`config.mk`:
```
export PLATFORM = sky130hd
export DESIGN_NAME = spec_wbuf_merge
export DESIGN_NICKNAME = d
export VERILOG_FILES = /design/src/rtl/swb_pkg.sv /design/src/rtl/swb_tbuf.sv /design/src/rtl/swb_rank.sv /design/src/rtl/swb_merge.sv /design/src/rtl/spec_wbuf_merge.sv
export SDC_FILE = /design/constraint.sdc
export NUM_CORES = 2
export LEC_CHECK = 0
export ABC_AREA = 1
export BUFFER_PORTS_ARGS = -buffer_cell sky130_fd_sc_hd__buf_4
export CELL_PAD_IN_SITES_DETAIL_PLACEMENT = 1
export CELL_PAD_IN_SITES_GLOBAL_PLACEMENT = 1
export CORE_MARGIN = 4
export CORE_UTILIZATION = 35
export DETAILED_ROUTE_END_ITERATION = 12
export PLACE_DENSITY_LB_ADDON = 0.1
export SYNTH_ARGS = -nofsm -noshare
export SYNTH_HDL_FRONTEND = slang
export SYNTH_HIERARCHICAL = 1
export SYNTH_SLANG_ARGS = --single-unit
```
`constraint.sdc`:
```
create_clock -name clk -period 2.6 [get_ports clk]
set_input_delay 0.13 -clock clk [delete_from_list [all_inputs] [get_ports clk]]
set_output_delay 0.13 -clock clk [all_outputs]
set_load 0.005 [all_outputs]
```
`src/rtl/swb_pkg.sv`:
```
package swb_pkg;
   typedef enum logic {
      RSP_COMB = 1'b0,
      RSP_REG  = 1'b1
   } swb_rsp_e;
endpackage

```
`src/rtl/swb_tbuf.sv`:
```
module swb_tbuf #(
   parameter int AW     = 10,
   parameter int LINE_B = 8,
   parameter int DEPTH  = 4
) (
   input  logic              clk,
   input  logic              rst_n,
   input  logic              wr_en,
   input  logic [AW-1:0]     wr_addr,
   input  logic [LINE_B*8-1:0] wr_data,
   input  logic [LINE_B-1:0] wr_be,
   output logic              wr_block,
   input  logic              clear,
   input  logic [AW-1:0]     rd_addr,
   output logic [LINE_B-1:0] rd_be,
   output logic [LINE_B*8-1:0] rd_data,
   input  logic              drain_en,
   output logic              nonempty,
   output logic [AW-1:0]     drn_addr,
   output logic [LINE_B*8-1:0] drn_data,
   output logic [LINE_B-1:0] drn_be
);
   localparam int DW = LINE_B*8;
   localparam int IW = (DEPTH > 1) ? $clog2(DEPTH) : 1;

   logic [DEPTH-1:0]  vld;
   logic [AW-1:0]     tag [DEPTH];
   logic [DW-1:0]     dat [DEPTH];
   logic [LINE_B-1:0] msk [DEPTH];

   logic [DEPTH-1:0] hit_w, hit_r;
   logic             hit_any, full, dup;
   logic [IW-1:0]    hit_idx, free_idx, wr_idx, drn_idx;

   always_comb begin
      hit_idx  = '0;
      free_idx = '0;
      drn_idx  = '0;
      rd_be    = '0;
      rd_data  = '0;
      for (int i = DEPTH-1; i >= 0; i--) begin
         hit_w[i] = vld[i] && (tag[i] == wr_addr);
         hit_r[i] = vld[i] && (tag[i] == rd_addr);
         if (hit_w[i]) hit_idx  = IW'(i);
         if (!vld[i])  free_idx = IW'(i);
         if (vld[i])   drn_idx  = IW'(i);
      end
      for (int i = 0; i < DEPTH; i++) begin
         if (hit_r[i]) begin
            rd_be   = rd_be | msk[i];
            rd_data = rd_data | dat[i];
         end
      end
      hit_any  = |hit_w;
      full     = &vld;
      wr_idx   = hit_any ? hit_idx : free_idx;
      wr_block = full && !hit_any;
      nonempty = |vld;
      drn_addr = tag[drn_idx];
      drn_data = dat[drn_idx];
      drn_be   = msk[drn_idx];
   end

   always_ff @(posedge clk) begin
      if (!rst_n) begin
         vld <= '0;
      end else if (clear) begin
         vld <= '0;
      end else begin
         if (drain_en && nonempty) vld[drn_idx] <= 1'b0;
         if (wr_en && !hit_any && !full) vld[wr_idx] <= 1'b1;
      end
   end

   always_ff @(posedge clk) begin
      if (wr_en && !clear && !wr_block) begin
         if (hit_any) begin
            msk[wr_idx] <= msk[wr_idx] | wr_be;
         end else begin
            tag[wr_idx] <= wr_addr;
            msk[wr_idx] <= wr_be;
         end
         for (int b = 0; b < LINE_B; b++) begin
            if (wr_be[b]) dat[wr_idx][b*8 +: 8] <= wr_data[b*8 +: 8];
         end
      end
   end

   always_comb begin
      dup = 1'b0;
      for (int i = 0; i < DEPTH; i++)
         for (int j = i+1; j < DEPTH; j++)
            if (vld[i] && vld[j] && tag[i] == tag[j]) dup = 1'b1;
   end

   assert_unique_line_R3: assert property (@(posedge clk) disable iff (!rst_n)
      !dup);
   assert_clear_empties_R7: assert property (@(posedge clk) disable iff (!rst_n)
      clear |=> !nonempty);
   assert_no_overflow_R4: assert property (@(posedge clk) disable iff (!rst_n)
      wr_en |-> !wr_block);
endmodule

```
`src/rtl/swb_rank.sv`:
```
module swb_rank #(
   parameter int N_THR = 4,
   localparam int TW   = $clog2(N_THR)
) (
   input  logic          clk,
   input  logic          rst_n,
   input  logic          commit,
   input  logic          head_empty,
   output logic [TW-1:0] head,
   output logic          rotate
);
   logic pend_q;

   assign rotate = pend_q && head_empty;

   always_ff @(posedge clk) begin
      if (!rst_n) begin
         head   <= '0;
         pend_q <= 1'b0;
      end else begin
         pend_q <= (pend_q && !rotate) || commit;
         if (rotate) head <= head + TW'(1);
      end
   end

   assert_rotate_after_drain_R9: assert property (@(posedge clk) disable iff (!rst_n)
      (head != $past(head)) |-> ($past(head_empty) && $past(pend_q)));
   assert_head_single_step_R9: assert property (@(posedge clk) disable iff (!rst_n)
      (head != $past(head)) |-> (head == $past(head) + TW'(1)));
endmodule

```
`src/rtl/swb_merge.sv`:
```
module swb_merge #(
   parameter int N_THR  = 4,
   parameter int LINE_B = 8,
   localparam int TW    = $clog2(N_THR),
   localparam int DW    = LINE_B*8
) (
   input  logic [TW-1:0]         req,
   input  logic [TW-1:0]         head,
   input  logic [DW-1:0]         base,
   input  logic [N_THR*LINE_B-1:0] hit_be,
   input  logic [N_THR*DW-1:0]   hit_data,
   output logic [DW-1:0]         line
);
   logic [TW-1:0] rank, src;

   always_comb begin
      line = base;
      rank = req - head;
      src  = '0;
      for (int d = N_THR-1; d >= 0; d--) begin
         if (TW'(d) <= rank) begin
            src = req - TW'(d);
            for (int b = 0; b < LINE_B; b++) begin
               if (hit_be[int'(src)*LINE_B + b])
                  line[b*8 +: 8] = hit_data[int'(src)*DW + b*8 +: 8];
            end
         end
      end
   end
endmodule

```
`src/rtl/spec_wbuf_merge.sv`:
```
module spec_wbuf_merge #(
   parameter int N_THR  = 4,
   parameter int LINE_B = 8,
   parameter int AW     = 10,
   parameter int DEPTH  = 4,
   parameter swb_pkg::swb_rsp_e RSP_MODE = swb_pkg::RSP_REG,
   localparam int TW = $clog2(N_THR),
   localparam int DW = LINE_B*8
) (
   input  logic                    clk,
   input  logic                    rst_n,
   input  logic [N_THR-1:0]        wr_valid,
   input  logic [N_THR*AW-1:0]     wr_addr,
   input  logic [N_THR*DW-1:0]     wr_data,
   input  logic [N_THR*LINE_B-1:0] wr_be,
   output logic [N_THR-1:0]        wr_ready,
   input  logic [N_THR-1:0]        squash,
   input  logic                    commit,
   input  logic                    rd_valid,
   input  logic [TW-1:0]           rd_thread,
   input  logic [AW-1:0]           rd_addr,
   output logic                    rsp_valid,
   output logic [DW-1:0]           rsp_line,
   output logic [TW-1:0]           head_thread,
   output logic [AW-1:0]           l2_rd_addr,
   input  logic [DW-1:0]           l2_rd_data,
   output logic                    l2_wr_en,
   output logic [AW-1:0]           l2_wr_addr,
   output logic [DW-1:0]           l2_wr_data,
   output logic [LINE_B-1:0]       l2_wr_be
);
   if (N_THR < 2 || (N_THR & (N_THR-1)) != 0) begin : g_bad_thr
      $error("N_THR must be a power of two of at least 2");
   end
   if (DEPTH < 1 || LINE_B < 1 || AW < 1) begin : g_bad_dims
      $error("DEPTH, LINE_B and AW must be positive");
   end

   logic [TW-1:0]           head;
   logic                    rotate, head_busy;
   logic [N_THR-1:0]        is_head, buf_wr_en, buf_clear, buf_block, buf_nonempty;
   logic [N_THR*LINE_B-1:0] hit_be, drn_be;
   logic [N_THR*DW-1:0]     hit_data, drn_data;
   logic [N_THR*AW-1:0]     drn_addr;
   logic [DW-1:0]           merged;

   for (genvar g = 0; g < N_THR; g++) begin : g_thr
      assign is_head[g]   = (head == TW'(g));
      assign buf_clear[g] = squash[g] && !is_head[g];
      assign buf_wr_en[g] = wr_valid[g] && !is_head[g] && !buf_block[g] && !buf_clear[g];
      assign wr_ready[g]  = is_head[g] ? !buf_nonempty[g] : !buf_block[g];

      swb_tbuf #(.AW(AW), .LINE_B(LINE_B), .DEPTH(DEPTH)) tbuf_i (
         .clk      (clk),
         .rst_n    (rst_n),
         .wr_en    (buf_wr_en[g]),
         .wr_addr  (wr_addr[g*AW +: AW]),
         .wr_data  (wr_data[g*DW +: DW]),
         .wr_be    (wr_be[g*LINE_B +: LINE_B]),
         .wr_block (buf_block[g]),
         .clear    (buf_clear[g]),
         .rd_addr  (rd_addr),
         .rd_be    (hit_be[g*LINE_B +: LINE_B]),
         .rd_data  (hit_data[g*DW +: DW]),
         .drain_en (is_head[g]),
         .nonempty (buf_nonempty[g]),
         .drn_addr (drn_addr[g*AW +: AW]),
         .drn_data (drn_data[g*DW +: DW]),
         .drn_be   (drn_be[g*LINE_B +: LINE_B])
      );
   end

   assign head_busy   = buf_nonempty[head];
   assign head_thread = head;
   assign l2_rd_addr  = rd_addr;

   always_comb begin
      if (head_busy) begin
         l2_wr_en   = 1'b1;
         l2_wr_addr = drn_addr[int'(head)*AW +: AW];
         l2_wr_data = drn_data[int'(head)*DW +: DW];
         l2_wr_be   = drn_be[int'(head)*LINE_B +: LINE_B];
      end else begin
         l2_wr_en   = wr_valid[head];
         l2_wr_addr = wr_addr[int'(head)*AW +: AW];
         l2_wr_data = wr_data[int'(head)*DW +: DW];
         l2_wr_be   = wr_be[int'(head)*LINE_B +: LINE_B];
      end
   end

   swb_rank #(.N_THR(N_THR)) rank_i (
      .clk        (clk),
      .rst_n      (rst_n),
      .commit     (commit),
      .head_empty (!head_busy),
      .head       (head),
      .rotate     (rotate)
   );

   swb_merge #(.N_THR(N_THR), .LINE_B(LINE_B)) merge_i (
      .req      (rd_thread),
      .head     (head),
      .base     (l2_rd_data),
      .hit_be   (hit_be),
      .hit_data (hit_data),
      .line     (merged)
   );

   if (RSP_MODE == swb_pkg::RSP_REG) begin : g_rsp_reg
      always_ff @(posedge clk) begin
         if (!rst_n) begin
            rsp_valid <= 1'b0;
            rsp_line  <= '0;
         end else begin
            rsp_valid <= rd_valid;
            if (rd_valid) rsp_line <= merged;
         end
      end
      assert_rsp_latency_R5: assert property (@(posedge clk) disable iff (!rst_n)
         rsp_valid == $past(rd_valid));
   end else begin : g_rsp_comb
      assign rsp_valid = rd_valid;
      assign rsp_line  = merged;
   end

   assert_head_stalls_while_draining_R8: assert property (@(posedge clk) disable iff (!rst_n)
      buf_nonempty[head] |-> (!wr_ready[head] && l2_wr_en));
   assert_spec_write_stays_local_R3: assert property (@(posedge clk) disable iff (!rst_n)
      (l2_wr_en && !buf_nonempty[head]) |-> wr_valid[head]);
endmodule

```
==> flow_summary.toml <==
[place]
pre_cts_ws_ns = -1.091
dpl_cell_area_sq_um = 111800
gp_congestion = 1.123
dp_hpwl_mm = 399.4
port_buffers = 579

[setup_path]
r2r-end = "rsp_line[13]"
crit_type = "reg -> reg"
arrival_ns = 4.34
cp_data_required_time_ns = 3.37
r2r_cells = 22
endpoint = "rsp_line[13]"
cp-startpoint = "g_thr[1].tbuf_i/tag[0][7]"
r2r_slack_ns = -0.97
rr_startpoint = "g_thr[1].tbuf_i/tag[0][7]"
cp_max_fo = 6
start_kind = "register"
cp-end-kind = "register"

[timing]
fmax_mhz = 280.1
min_period_ns = 3.570
finalHoldViolations = 0
fin_ws_ns = -0.9699
slew_violations = 0
worst-slew-pin-transition_ns = 1.041
finalSetupViolations = 1607
slew_headroom_pct = 30.61
skew_ns = 0.05029
post-route-period-util_pct = 137.3
setup_tns_ns = -985.34
rsz0062_at_grt = "yes"

[power]
p_leak_nw = 57.44
power.total_w = 0.06128
ir_drop_v = 0.0007120
power_density_nw_per_um2 = 472.9

[clock_tree]
clockBufferDepth = 3
cts_buffers = 175
path_clk_slew_ns = 0.06
htreeDepth = 4
worstSkewPairLatency_ns = 0.86
cts_num_sinks = 1396
cts_tree = "yes"
root_buffer = "clkbuf_16"

[drt]
firstDrtPassIters = 6
ant_nets = 0
drt_wl_total_mm = 536.9
drt_iter0_drc = 11760
dr_total_vias = 99320
wl_per_cell_microns = 30.88
viasPerCell = 5.714
drc = 0

[status]
status = "finished with violations"
failed_checks = "negative setup slack"

[final_layout]
final_cell_mix = "2739 x nand2_1, 1917 x buf_4, 1793 x inv_1, 1312 x edfxtp_1, 988 x nand3_1"
final_common_cell = "nand2_1"
final_nets = 14200
area_growth_pct = 46.93
finalInstanceArea_sq_um = 129600
drive_gt1_share_pct = 28.37

[logic_synthesis]
ys_warn_count = 6
synth_area_sq_um = 88190
syn_inst = 11310
ys_types = 62
synth_seq_area_share_pct = 46.58
synth.net_count = 11730
synth.avg_cell_area_sq_um = 7.798
ys_seq_elements = 1396

[global_route]
grt_overflow = 0
grt_max_degree = 170
grt_pass1_vias = 98370
grt_pass1_wl_mm = 734.3
grt_antenna_before_repair = 135
grt_use_total_pct = 39.48

[floorplanning]
die_h_microns = 510.0
design.die.area_sq_um = 260100
io_pins = 580
die_x_microns = 510.0
core_sq_um = 250900
initial_utilization_pct = 35.14
row_count = 184

[flow_run]
cap_violations = 0

[hold_path]
hold_path_class = "in -> reg"
## through the flow
step,hold WS (ns),utilization (%),std cells
floorplan,0.2289,-,11310
global placement,0.3399,44.56,16340
detailed placement,0.3435,44.56,16340
CTS,0.0002592,50.37,17170
global route,0.01842,51.61,17350
finish,0.05587,51.64,17380
## worst max-delay path: stages (launching register included)
cell,delay [ns]
edfxtp_1,0.42
inv_2,0.16
o22ai_2,0.11
nor4_2,0.24
nand4_1,0.35
buf_12,0.26
buf_12,0.14
buf_6,0.12
buf_8,0.12
o22ai_1,0.17
or2_4,0.16
clkinvlp_4,0.21
nand2_1,0.17
o21ai_2,0.07
nand2_1,0.10
o21ai_2,0.07
nand2_1,0.09
nand2_1,0.05
inv_1,0.05
nand2_1,0.07
a21oi_2,0.15
nor2_1,0.06
nor2_1,0.12
## logic make-up (layout without fill, tap and decap cells)
| kind of cell | count (synthesis) | after routing | share of synthesized area (%) |
|---|---|---|---|
| and+or+nand+nor | 5352 | 5354 | 27.14 |
| buffers and inverters | 2662 | 5287 | 12.19 |
| AOI/OAI and AO/OA | 1845 | 1845 | 13.51 |
| DFF | 1396 | 1396 | 46.58 |
| xor gates and xnor gates | 50 | 50 | 0.5264 |
| muxes | 4 | 4 | 0.04540 |
| adders and majority gates | 1 | 1 | 0.01418 |
| other | 0 | 98 | 0 |
## final cells by class
class                           count  area [sq um]
Fill cell                       29340        121400
Tap cell                         3348          4189
Clock inverter                    121          1410
Inverter                         1995          7619
Clock buffer                      208          4566
Antenna cell                       98         245.2
Multi-Input combinational cell   7254         40290
Timing Repair Buffer             2963         30150
Sequential cell                  1396         41110
## what timing repair did
| action | CTS | global route |
|---|---|---|
| endpoints found under the setup margin | 1610 | 1607 |
| cloned | 29 | 17 |
| gates resized for setup | 833 | 541 |
| hold endpoints to repair | 1809 | 0 |
| setup buffers | 78 | 111 |
| pin swaps | 163 | 152 |
| hold buffers | 402 | 0 |
## cell usage after synthesis, drive strengths merged
master | count | area share (%)
nand2 | 3053 | 13
inv | 1986 | 8.5
edfxtp | 1312 | 45
nand3 | 1156 | 6.6
o21ai | 711 | 4.1
nor2 | 543 | 2.5
buf | 350 | 2.3
o22ai | 333 | 2.4
clkbuf | 317 | 1.4
o221ai | 265 | 2.6
o211ai | 260 | 2.2
nand3b | 247 | 2.1
or2 | 212 | 1.5
a21oi | 120 | 0.78
nand4 | 110 | 0.78
dfxtp | 84 | 1.9
a211oi | 65 | 0.55
o21a | 48 | 0.41
xnor2 | 26 | 0.27
xor2 | 24 | 0.26
a221oi | 22 | 0.23
nor3 | 16 | 0.15
nor4 | 11 | 0.13
o2111ai | 10 | 0.099
clkinv | 9 | 0.038
a2111oi | 5 | 0.064
a31oi | 4 | 0.028
mux2i | 4 | 0.045
nor4b | 2 | 0.020
a211o | 1 | 0.0099
a21boi | 1 | 0.021
and2 | 1 | 0.0071
ha | 1 | 0.014
nor3b | 1 | 0.014
## power breakdown
group | switching, W | internal (W)
Combinational | 0.00627 | 0.00404
Clock | 0.0110 | 0.0150
Sequential | 0.000178 | 0.0248
Total | 0.0174 | 0.0439
## per-layer routing
layer | GRT usage [%] | wire [microns]
met1 | 50.75 | 210400
met2 | 60.39 | 234000
met3 | 9.182 | 51520
met4 | 23.91 | 40690
met5 | 0.1827 | 261
## worst min path at each step
stage,depth (start not counted),end,startpoint,slack [ns]
floorplan,0,g_thr[0].tbuf_i/dat[0][0],wr_data[0],0.23
global placement,1,g_thr[3].tbuf_i/dat[1][3],wr_data[195],0.34
detailed placement,1,g_thr[2].tbuf_i/dat[3][59],wr_data[187],0.34
CTS,2,g_thr[0].tbuf_i/dat[3][27],wr_data[27],0.0003
global route,2,g_thr[1].tbuf_i/dat[0][19],wr_data[83],0.02
finish,2,g_thr[1].tbuf_i/dat[0][10],wr_data[74],0.06
## sequential cells by signal, indices dropped and copies added, names as in the netlist
| name | flops |
|---|---|
| g_thr.tbuf_i/tag | 160 |
| rank_i/head | 2 |
| rank_i/pend_q | 1 |
| g_thr.tbuf_i/msk | 128 |
| g_thr.tbuf_i/vld | 16 |
| g_thr.tbuf_i/dat | 1024 |
| rsp_valid | 1 |
| rsp_line | 64 |
(Power assumes the default switching activity.)
